==> src/rtl/sio_pkg.sv <==
package sio_pkg;

    localparam int RATE_W    = 3;
    localparam int MAX_RATIO = 512;
    localparam int RATIO_W   = $clog2(MAX_RATIO) + 1;

    // Settings captured when a transfer is accepted
    typedef struct packed {
        logic lsb_first;
        logic sample_rise;
        logic ext_clk;
    } xfer_cfg_t;

    // One-cycle edge events of a shift clock in the system domain
    typedef struct packed {
        logic rise;
        logic fall;
    } sck_ev_t;

    // Rate code to system-clock divide ratio; unused codes run slowest
    function automatic logic [RATIO_W-1:0] div_ratio(input logic [RATE_W-1:0] code);
        logic [RATIO_W-1:0] r;
        case (code)
            3'd0:    r = RATIO_W'(512);
            3'd1:    r = RATIO_W'(256);
            3'd2:    r = RATIO_W'(128);
            3'd3:    r = RATIO_W'(32);
            3'd4:    r = RATIO_W'(16);
            3'd5:    r = RATIO_W'(8);
            default: r = RATIO_W'(MAX_RATIO);
        endcase
        return r;
    endfunction

endpackage

==> src/rtl/sio_clkgen.sv <==
module sio_clkgen
    import sio_pkg::*;
#(
    parameter int DATA_W = 8
) (
    input  logic              clk,
    input  logic              rst,
    input  logic              go,
    input  logic [RATE_W-1:0] rate,
    output logic              sck,
    output sck_ev_t           ev,
    output logic              last_rise
);

    localparam int HALF_W = $clog2(MAX_RATIO / 2);
    localparam int TOG_N  = 2 * DATA_W;
    localparam int TOG_W  = $clog2(TOG_N);
    localparam logic [TOG_W-1:0] TOG_LAST = TOG_W'(TOG_N - 1);

    logic                 run;
    logic [HALF_W-1:0]    half_cnt;
    logic [HALF_W-1:0]    half_lim;
    logic [TOG_W-1:0]     tog_cnt;
    logic [RATIO_W-1:0]   ratio;
    logic                 tick;

    assign ratio = div_ratio(rate);
    assign tick  = run && (half_cnt == half_lim);

    always_ff @(posedge clk) begin
        if (rst) begin
            run      <= 1'b0;
            half_cnt <= '0;
            half_lim <= '0;
            tog_cnt  <= '0;
            sck      <= 1'b1;
        end else if (go) begin
            run      <= 1'b1;
            half_cnt <= '0;
            half_lim <= HALF_W'((ratio >> 1) - RATIO_W'(1));
            tog_cnt  <= '0;
            sck      <= 1'b1;
        end else if (tick) begin
            half_cnt <= '0;
            sck      <= ~sck;
            tog_cnt  <= tog_cnt + TOG_W'(1);
            if (tog_cnt == TOG_LAST) begin
                run <= 1'b0;
            end
        end else if (run) begin
            half_cnt <= half_cnt + HALF_W'(1);
        end
    end

    assign ev.fall   = tick &  sck;
    assign ev.rise   = tick & ~sck;
    assign last_rise = ev.rise && (tog_cnt == TOG_LAST);

endmodule

==> src/rtl/sio_edge_sync.sv <==
module sio_edge_sync
    import sio_pkg::*;
#(
    parameter int SYNC_STAGES = 2
) (
    input  logic    clk,
    input  logic    rst,
    input  logic    sck_in,
    output sck_ev_t ev
);

    // stages 0..SYNC_STAGES-1 synchronise, the last one holds the previous level
    logic [SYNC_STAGES:0] chain;

    always_ff @(posedge clk) begin
        if (rst) begin
            chain <= '1;
        end else begin
            chain <= {chain[SYNC_STAGES-1:0], sck_in};
        end
    end

    assign ev.rise =  chain[SYNC_STAGES-1] & ~chain[SYNC_STAGES];
    assign ev.fall = ~chain[SYNC_STAGES-1] &  chain[SYNC_STAGES];

endmodule

==> src/rtl/sio_shift_core.sv <==
module sio_shift_core
    import sio_pkg::*;
#(
    parameter int DATA_W = 8
) (
    input  logic              clk,
    input  logic              rst,
    input  logic              load,
    input  logic              load_lsb,
    input  logic [DATA_W-1:0] load_byte,
    input  xfer_cfg_t         cfg,
    input  sck_ev_t           ev,
    input  logic              int_finish,
    input  logic              ser_in,
    output logic              ser_out,
    output logic [DATA_W-1:0] rx_q,
    output logic              busy,
    output logic              done
);

    localparam int CNT_W = $clog2(DATA_W + 1);
    localparam logic [CNT_W-1:0] LAST_BIT = CNT_W'(DATA_W - 1);

    logic [DATA_W-1:0] tx_sr;
    logic [CNT_W-1:0]  bit_cnt;
    logic              pend_shift;
    logic              sample_ev;
    logic              shift_ev;

    assign sample_ev = cfg.sample_rise ? ev.rise : ev.fall;
    assign shift_ev  = cfg.sample_rise ? ev.fall : ev.rise;

    always_ff @(posedge clk) begin
        if (rst) begin
            tx_sr      <= '0;
            rx_q       <= '0;
            bit_cnt    <= '0;
            pend_shift <= 1'b0;
            ser_out    <= 1'b1;
            busy       <= 1'b0;
            done       <= 1'b0;
        end else if (load) begin
            tx_sr      <= load_byte;
            ser_out    <= load_lsb ? load_byte[0] : load_byte[DATA_W-1];
            rx_q       <= '0;
            bit_cnt    <= '0;
            pend_shift <= 1'b0;
            busy       <= 1'b1;
            done       <= 1'b0;
        end else if (busy) begin
            if (sample_ev) begin
                if (cfg.lsb_first) begin
                    rx_q <= {ser_in, rx_q[DATA_W-1:1]};
                end else begin
                    rx_q <= {rx_q[DATA_W-2:0], ser_in};
                end
                bit_cnt    <= bit_cnt + CNT_W'(1);
                pend_shift <= 1'b1;
                if (cfg.ext_clk && (bit_cnt == LAST_BIT)) begin
                    busy <= 1'b0;
                    done <= 1'b1;
                end
            end else if (shift_ev && pend_shift) begin
                pend_shift <= 1'b0;
                if (cfg.lsb_first) begin
                    tx_sr   <= tx_sr >> 1;
                    ser_out <= tx_sr[1];
                end else begin
                    tx_sr   <= tx_sr << 1;
                    ser_out <= tx_sr[DATA_W-2];
                end
            end
            if (!cfg.ext_clk && int_finish) begin
                busy <= 1'b0;
                done <= 1'b1;
            end
        end
    end

endmodule

==> src/rtl/sio_shifter.sv <==
module sio_shifter
    import sio_pkg::*;
#(
    parameter int DATA_W      = 8,
    parameter int SYNC_STAGES = 2
) (
    input  logic              clk,
    input  logic              rst,
    input  logic              start,
    input  logic [DATA_W-1:0] tx_byte,
    input  logic              lsb_first,
    input  logic              sample_rise,
    input  logic              ext_clk_sel,
    input  logic [2:0]        rate_sel,
    input  logic              sck_in,
    input  logic              ser_in,
    output logic              sck_out,
    output logic              ser_out,
    output logic              busy,
    output logic              done,
    output logic              irq,
    output logic [DATA_W-1:0] rx_byte
);

    xfer_cfg_t cfg_q;
    sck_ev_t   int_ev;
    sck_ev_t   ext_ev;
    sck_ev_t   sel_ev;
    logic      start_ok;
    logic      int_last;
    logic      busy_i;

    assign start_ok = start && !busy_i;

    always_ff @(posedge clk) begin
        if (rst) begin
            cfg_q <= '0;
        end else if (start_ok) begin
            cfg_q.lsb_first   <= lsb_first;
            cfg_q.sample_rise <= sample_rise;
            cfg_q.ext_clk     <= ext_clk_sel;
        end
    end

    sio_clkgen #(.DATA_W(DATA_W)) u_clkgen (
        .clk       (clk),
        .rst       (rst),
        .go        (start_ok && !ext_clk_sel),
        .rate      (rate_sel),
        .sck       (sck_out),
        .ev        (int_ev),
        .last_rise (int_last)
    );

    sio_edge_sync #(.SYNC_STAGES(SYNC_STAGES)) u_sync (
        .clk    (clk),
        .rst    (rst),
        .sck_in (sck_in),
        .ev     (ext_ev)
    );

    assign sel_ev = cfg_q.ext_clk ? ext_ev : int_ev;

    sio_shift_core #(.DATA_W(DATA_W)) u_core (
        .clk        (clk),
        .rst        (rst),
        .load       (start_ok),
        .load_lsb   (lsb_first),
        .load_byte  (tx_byte),
        .cfg        (cfg_q),
        .ev         (sel_ev),
        .int_finish (int_last),
        .ser_in     (ser_in),
        .ser_out    (ser_out),
        .rx_q       (rx_byte),
        .busy       (busy_i),
        .done       (done)
    );

    assign busy = busy_i;
    assign irq  = done;

endmodule

==> config.mk <==
export PLATFORM = sky130hd
export DESIGN_NAME = sio_shifter
export DESIGN_NICKNAME = d
export VERILOG_FILES = /design/src/rtl/sio_pkg.sv /design/src/rtl/sio_clkgen.sv /design/src/rtl/sio_edge_sync.sv /design/src/rtl/sio_shift_core.sv /design/src/rtl/sio_shifter.sv
export SDC_FILE = /design/constraint.sdc
export NUM_CORES = 1
export LEC_CHECK = 0
export ABC_CLOCK_PERIOD_IN_PS = 4150
export CAP_MARGIN = 20
export CORE_MARGIN = 3
export CORE_UTILIZATION = 50
export CTS_BUF_LIST = sky130_fd_sc_hd__clkbuf_8
export CTS_CLUSTER_DIAMETER = 120
export DETAILED_ROUTE_END_ITERATION = 12
export PLACE_DENSITY_LB_ADDON = 0.3
export SYNTH_ARGS = -nofsm -noshare
export SYNTH_HDL_FRONTEND = slang
export SYNTH_SLANG_ARGS = --single-unit
==> constraint.sdc <==
create_clock -name clk -period 4.15 [get_ports clk]
set_input_delay 0.83 -clock clk [delete_from_list [all_inputs] [get_ports clk]]
set_output_delay 0.83 -clock clk [all_outputs]
set_load 0.03 [all_outputs]
Word level (Yosys, flattened, before mapping)
Cells that the tools add are included.
{"block": "totals", "inputBits": 19, "register_bits": 52}
{"block": "classes", "reduce_logical": 25, "mux": 29, "bitwise": 7, "addsub": 4, "eq_ne": 9}
{"op": "8-bit two-way mux", "count": 6}
{"op": "9-bit case mux with 5 select lines", "count": 1}
{"op": "1-bit two-way mux", "count": 21}
{"op": "2-bit nonzero test", "count": 7}
{"op": "4-bit by 1-bit adder with 4-bit output, second input constant", "count": 2}
{"op": "8-bit by 1-bit adder with 8-bit output, second input constant", "count": 1}
{"op": "8-bit equality test", "count": 1}
{"op": "8-bit by 1-bit subtractor with 8-bit output, second input constant", "count": 1}
{"op": "1-bit logical AND", "count": 7}
{"op": "3-bit by 2-bit equality test with 1-bit output, second input constant", "count": 2}
{"op": "3-bit equality test, second input constant", "count": 2}
{"op": "2-bit AND reduction", "count": 3}
{"op": "3-bit AND reduction", "count": 2}
{"op": "1-bit bitwise AND", "count": 4}
{"op": "4-bit by 3-bit equality test with 1-bit output, second input constant", "count": 1}
{"op": "4-bit equality test, second input constant", "count": 1}
{"op": "2-bit OR reduction", "count": 2}
{"op": "3-bit by 1-bit equality test with 1-bit output, second input constant", "count": 1}
{"op": "1-bit zero test", "count": 3}
{"op": "1-bit inverter", "count": 3}
{"op": "3-bit OR reduction", "count": 1}
{"op": "2-bit two-way mux", "count": 1}
{"op": "2-bit != test, second input constant", "count": 1}

Logic depth before layout (Yosys ltp)
{"block": "depth", "ltp_word": 10, "depth_mapped": 7}

Cells and area by module
Synthesis repeated with hierarchy kept, for this count alone.
{"block": "unflattened", "hier_cells": 275, "hier_area_um2": 2575.0}
{"mod": "sio_shift_core", "seq_area_each_um2": 480.5, "area_each_um2": 1237.4, "n_inst": 1, "cells_per_inst": 133}
{"mod": "sio_clkgen", "seq_area_each_um2": 420.4, "area_each_um2": 1066.0, "n_inst": 1, "cells_per_inst": 117}
{"mod": "sio_shifter", "seq_area_each_um2": 60.1, "area_each_um2": 178.9, "n_inst": 1, "cells_per_inst": 17}
{"mod": "sio_edge_sync", "seq_area_each_um2": 60.1, "area_each_um2": 92.6, "n_inst": 1, "cells_per_inst": 8}

Worst setup path after synthesis
No wires, ideal clock.
{"block": "synth_path", "path_type": "input port to flip-flop", "start": "input port rate_sel[1]", "end": "register u_clkgen.half_lim[4]", "required_ns": 4.018, "setup_slack_ns": 2.298, "path_stages": 5, "n_path_buf": 0, "arrival_ns": 1.719, "cell_sequence": "inv_1 -> ha_1 -> or3_1 -> nand3_1 -> a21oi_1"}
{"block": "synth_via", "elab_chain_cells": 3}
{"item": "start: declaration", "line_no": "sio_shifter.sv:14", "text": "input logic [2:0] rate_sel,"}
{"item": "3-bit equality test, or another cell as far along", "line_no": "sio_pkg.sv:23", "text": "case (code)"}
{"item": "9-bit case mux with 5 select lines (*)", "line_no": "sio_pkg.sv:23"}
{"item": "8-bit by 1-bit subtractor with 8-bit output (*)", "line_no": "sio_clkgen.sv:40", "text": "half_lim <= HALF_W'((ratio >> 1) - RATIO_W'(1));"}
{"item": "end signal: assignment", "line_no": "sio_clkgen.sv:40"}
{"item": "end: declaration", "line_no": "sio_clkgen.sv:22", "text": "logic [HALF_W-1:0] half_lim;"}
Mark *: on every way between the ends. The rest lies on a longest branch, timed or not.
A chain may end at the register's enable or synchronous reset.

Worst setup path after layout
{"block": "layout_path", "start": "register u_core.busy", "end": "output port busy"}
{"item": "start: declaration", "line_no": "sio_shift_core.sv:17", "text": "output logic busy,"}
{"item": "start signal: assignment", "line_no": "sio_shift_core.sv:40", "text": "busy <= 1'b0;"}
{"item": "start signal: assignment", "line_no": "sio_shift_core.sv:48", "text": "busy <= 1'b1;"}
{"item": "start signal: assignment", "line_no": "sio_shift_core.sv:60", "text": "busy <= 1'b0;"}
{"item": "end: declaration", "line_no": "sio_shifter.sv:19", "text": "output logic busy,"}
No word-level cell between the ends.

==> results.toml <==
[run_status]
outcome = "completed"

[min_path]
worstHoldPathCells = 1
hold_class = "reg -> reg"

[place]
dp_hpwl_um = 3770
place_congestion = 0.831
io_buffers = 31
post_dp_cell_area_sq_um = 3010

[job]
maxCapViolCount = 0

[detailed_routing]
routed_wl_um = 5410
dr.pass1.iters = 4
drc = 0
vias = 2235
wl_per_cell_um = 13.4
viasPerCell = 5.56
drt-initial-drc-count = 81
ant_nets = 0

[setup_path]
worstRegToRegCells = 6
end_kind = "output port"
cp-start-kind = "flop"
crit_fanout = 16
path_buf_inv = 1
worstPathCellList = "clkdlybuf4s50_1"
worst-path-stages = 1
critPathMaxStageDelay_ns = 0.79
timing.critical_path.slowest_stage_cell = "clkdlybuf4s50_1"
required_ns = 3.32
critPathTopFamily = "buffers and inverters"
crit_arrival_ns = 1.80
critical_path_class = "reg -> out"

[cells_and_area]
synthToLayoutAreaGrowth_pct = 17.1
drive_gt1_share_pct = 11.4
stdcell_area_sq_um = 3140
antenna_cells = 0
fin_nets = 355
fill_cells = 458
final_util_pct = 61.2

[yosys]
synth_compound_area_share_pct = 17.7
synth_simple_gate_area_share_pct = 25.2
ys_types = 48
synth_area_leaders = "dfxtp_1, nor2_1, nand3_1"
async_flop_share_pct = 0
synth_common_cells = "dfxtp_1, nor2_1, nand3_1"
ys.flop_type = "dfxtp_1"
ys_seq_area_share_pct = 38.0
synth_top_family_by_area = "simple AND/OR/NAND/NOR gates"
netlist_instances = 308
yosysTopAreaCellShare_pct = 38.0
synth.most_common_cell = "dfxtp_1"
synth.avg_cell_area_sq_um = 8.72
synth-xor-area-share_pct = 5.87
ys_ff_latch = 51
synthesis.area_sq_um = 2690
yosys.area.top_type = "dfxtp_1"
synth-edff-count = 0
syn_nets = 332
yosys-mux-area-fraction_pct = 6.62
synth_warnings = 0
synthAdderAreaFrac_pct = 2.33

[sta]
period_needed_ns = 2.63
hold_violations = 0
skew_ns = 0.00661
fin_setup_tns_ns = 0
slew_headroom_pct = 43.2
fin_crit_sh_pct = 63.4
setup_viol = 0
rsz0062_at_grt = "no"
drv_slew = 0
max_freq_mhz = 380
fin_hold_ws_ns = 0.414
tightest_slew_ns = 0.851

[power]
vdd_drop_max_mv = 0.164
power.density_nw_per_um2 = 349
power_mw = 1.10
p_leak_nw = 1.10

[clock_tree]
clock-root-buffer = "clkbuf_8"
cts_tree = "built"
clk-insertion-delay-late_ns = 0.30
post_cts_buffers = 0
htreeDepth = 2
path_clk_slew_ns = 0.09
cts_resized = 0
clockBufferDepth = 2
cts_hold_buf = 0
clkSinkCount = 51
numCtsBuffers = 5

[die]
start_util_pct = 52.2
dieArea_sq_um = 6290
dieHeight_um = 79.3
rows = 26
core_area_sq_um = 5140
die_w_um = 79.3
io_pins = 32

[global_routing]
grt.total_usage_pct = 18.4
gr-total-overflow = 0
grt_pass1_wl_um = 9540
grt_max_degree = 29
first_global_vias = 2069
antenna_found_initial = 0
-- power breakdown --
part           leakage, nW  total [mW]  switching [mW]  internal, mW
sequential           0.416       0.540          0.0264         0.514
combinational        0.610       0.154          0.0813        0.0731
clock               0.0695       0.402           0.163         0.239
-- final timing paths --
| kind | to | from | slack, ns |
|---|---|---|---|
| max | busy | u_core.busy | 1.52 |
| min | u_sync.chain[1] | u_sync.chain[0] | 0.41 |
| max reg2reg | u_core.ser_out | u_clkgen.half_cnt[3] | 1.92 |
| min reg2reg | u_sync.chain[1] | u_sync.chain[0] | 0.41 |
-- metal layers --
metal / vias up / global-route usage [%] / wire length [um]
met3: 5 / 4.31 / 257
met5: - / 0 / 0
met1: 1017 / 25.1 / 2730
met4: 0 / 3.61 / 34
met2: 59 / 29.9 / 2380
li1: 1154 / - / -
-- area by class of cell --
| type | instances | area [sq um] | share of cell area, % |
|---|---|---|---|
| Timing Repair Buffer | 34 | 333 | 10.6 |
| Clock inverter | 3 | 63.8 | 2.03 |
| Inverter | 6 | 22.5 | 0.716 |
| Sequential cell | 51 | 1020 | 32.5 |
| Tap cell | 70 | 87.6 | 2.79 |
| Multi-Input combinational cell | 233 | 1550 | 49.2 |
| Clock buffer | 5 | 68.8 | 2.19 |
-- state kept, by name, summed over array words and instances (netlist names), 3 cells and up --
register           count
u_core.tx_sr           8
u_core.rx_q            8
cfg_q                  3
u_sync.chain           3
u_clkgen.half_lim      7
u_clkgen.tog_cnt       4
u_clkgen.half_cnt      8
u_core.bit_cnt         4
-- placed cells by master (no fill, tap or decap), types with 3 or more instances in the layout --
cell             instances
dfxtp_1                 51
nor2_1                  38
clkdlybuf4s50_1         31
nand3_1                 27
nand2_1                 26
xnor2_1                 14
a21oi_1                 13
and3_1                  11
mux2i_1                 11
nand4_1                 10
a32oi_1                  9
a211oi_2                 8
inv_1                    6
mux2_2                   6
a21o_1                   6
ha_1                     5
clkbuf_8                 5
nor3_1                   4
o21ai_0                  4
xor2_1                   4
nand2b_1                 3
or3_1                    3
a211oi_1                 3
or2_2                    3
buf_4                    3
-- stage by stage --
step | instances | worst slack [ns]
floorplan | 308 | 2.30
global placement | 394 | 1.48
detailed placement | 394 | 1.44
CTS | 402 | 1.52
global route | 402 | 1.44
finish | 402 | 1.52
-- cell families (layout without fill, tap and decap cells) --
kind of cell,count (synthesis),after routing
compound gates,58,58
fa+ha+maj,5,5
flops,51,51
simple gates,135,135
mux,17,17
xor+xnor,18,18
buf+inv,24,48
No activity file was read; power rests on OpenSTA's default activity.
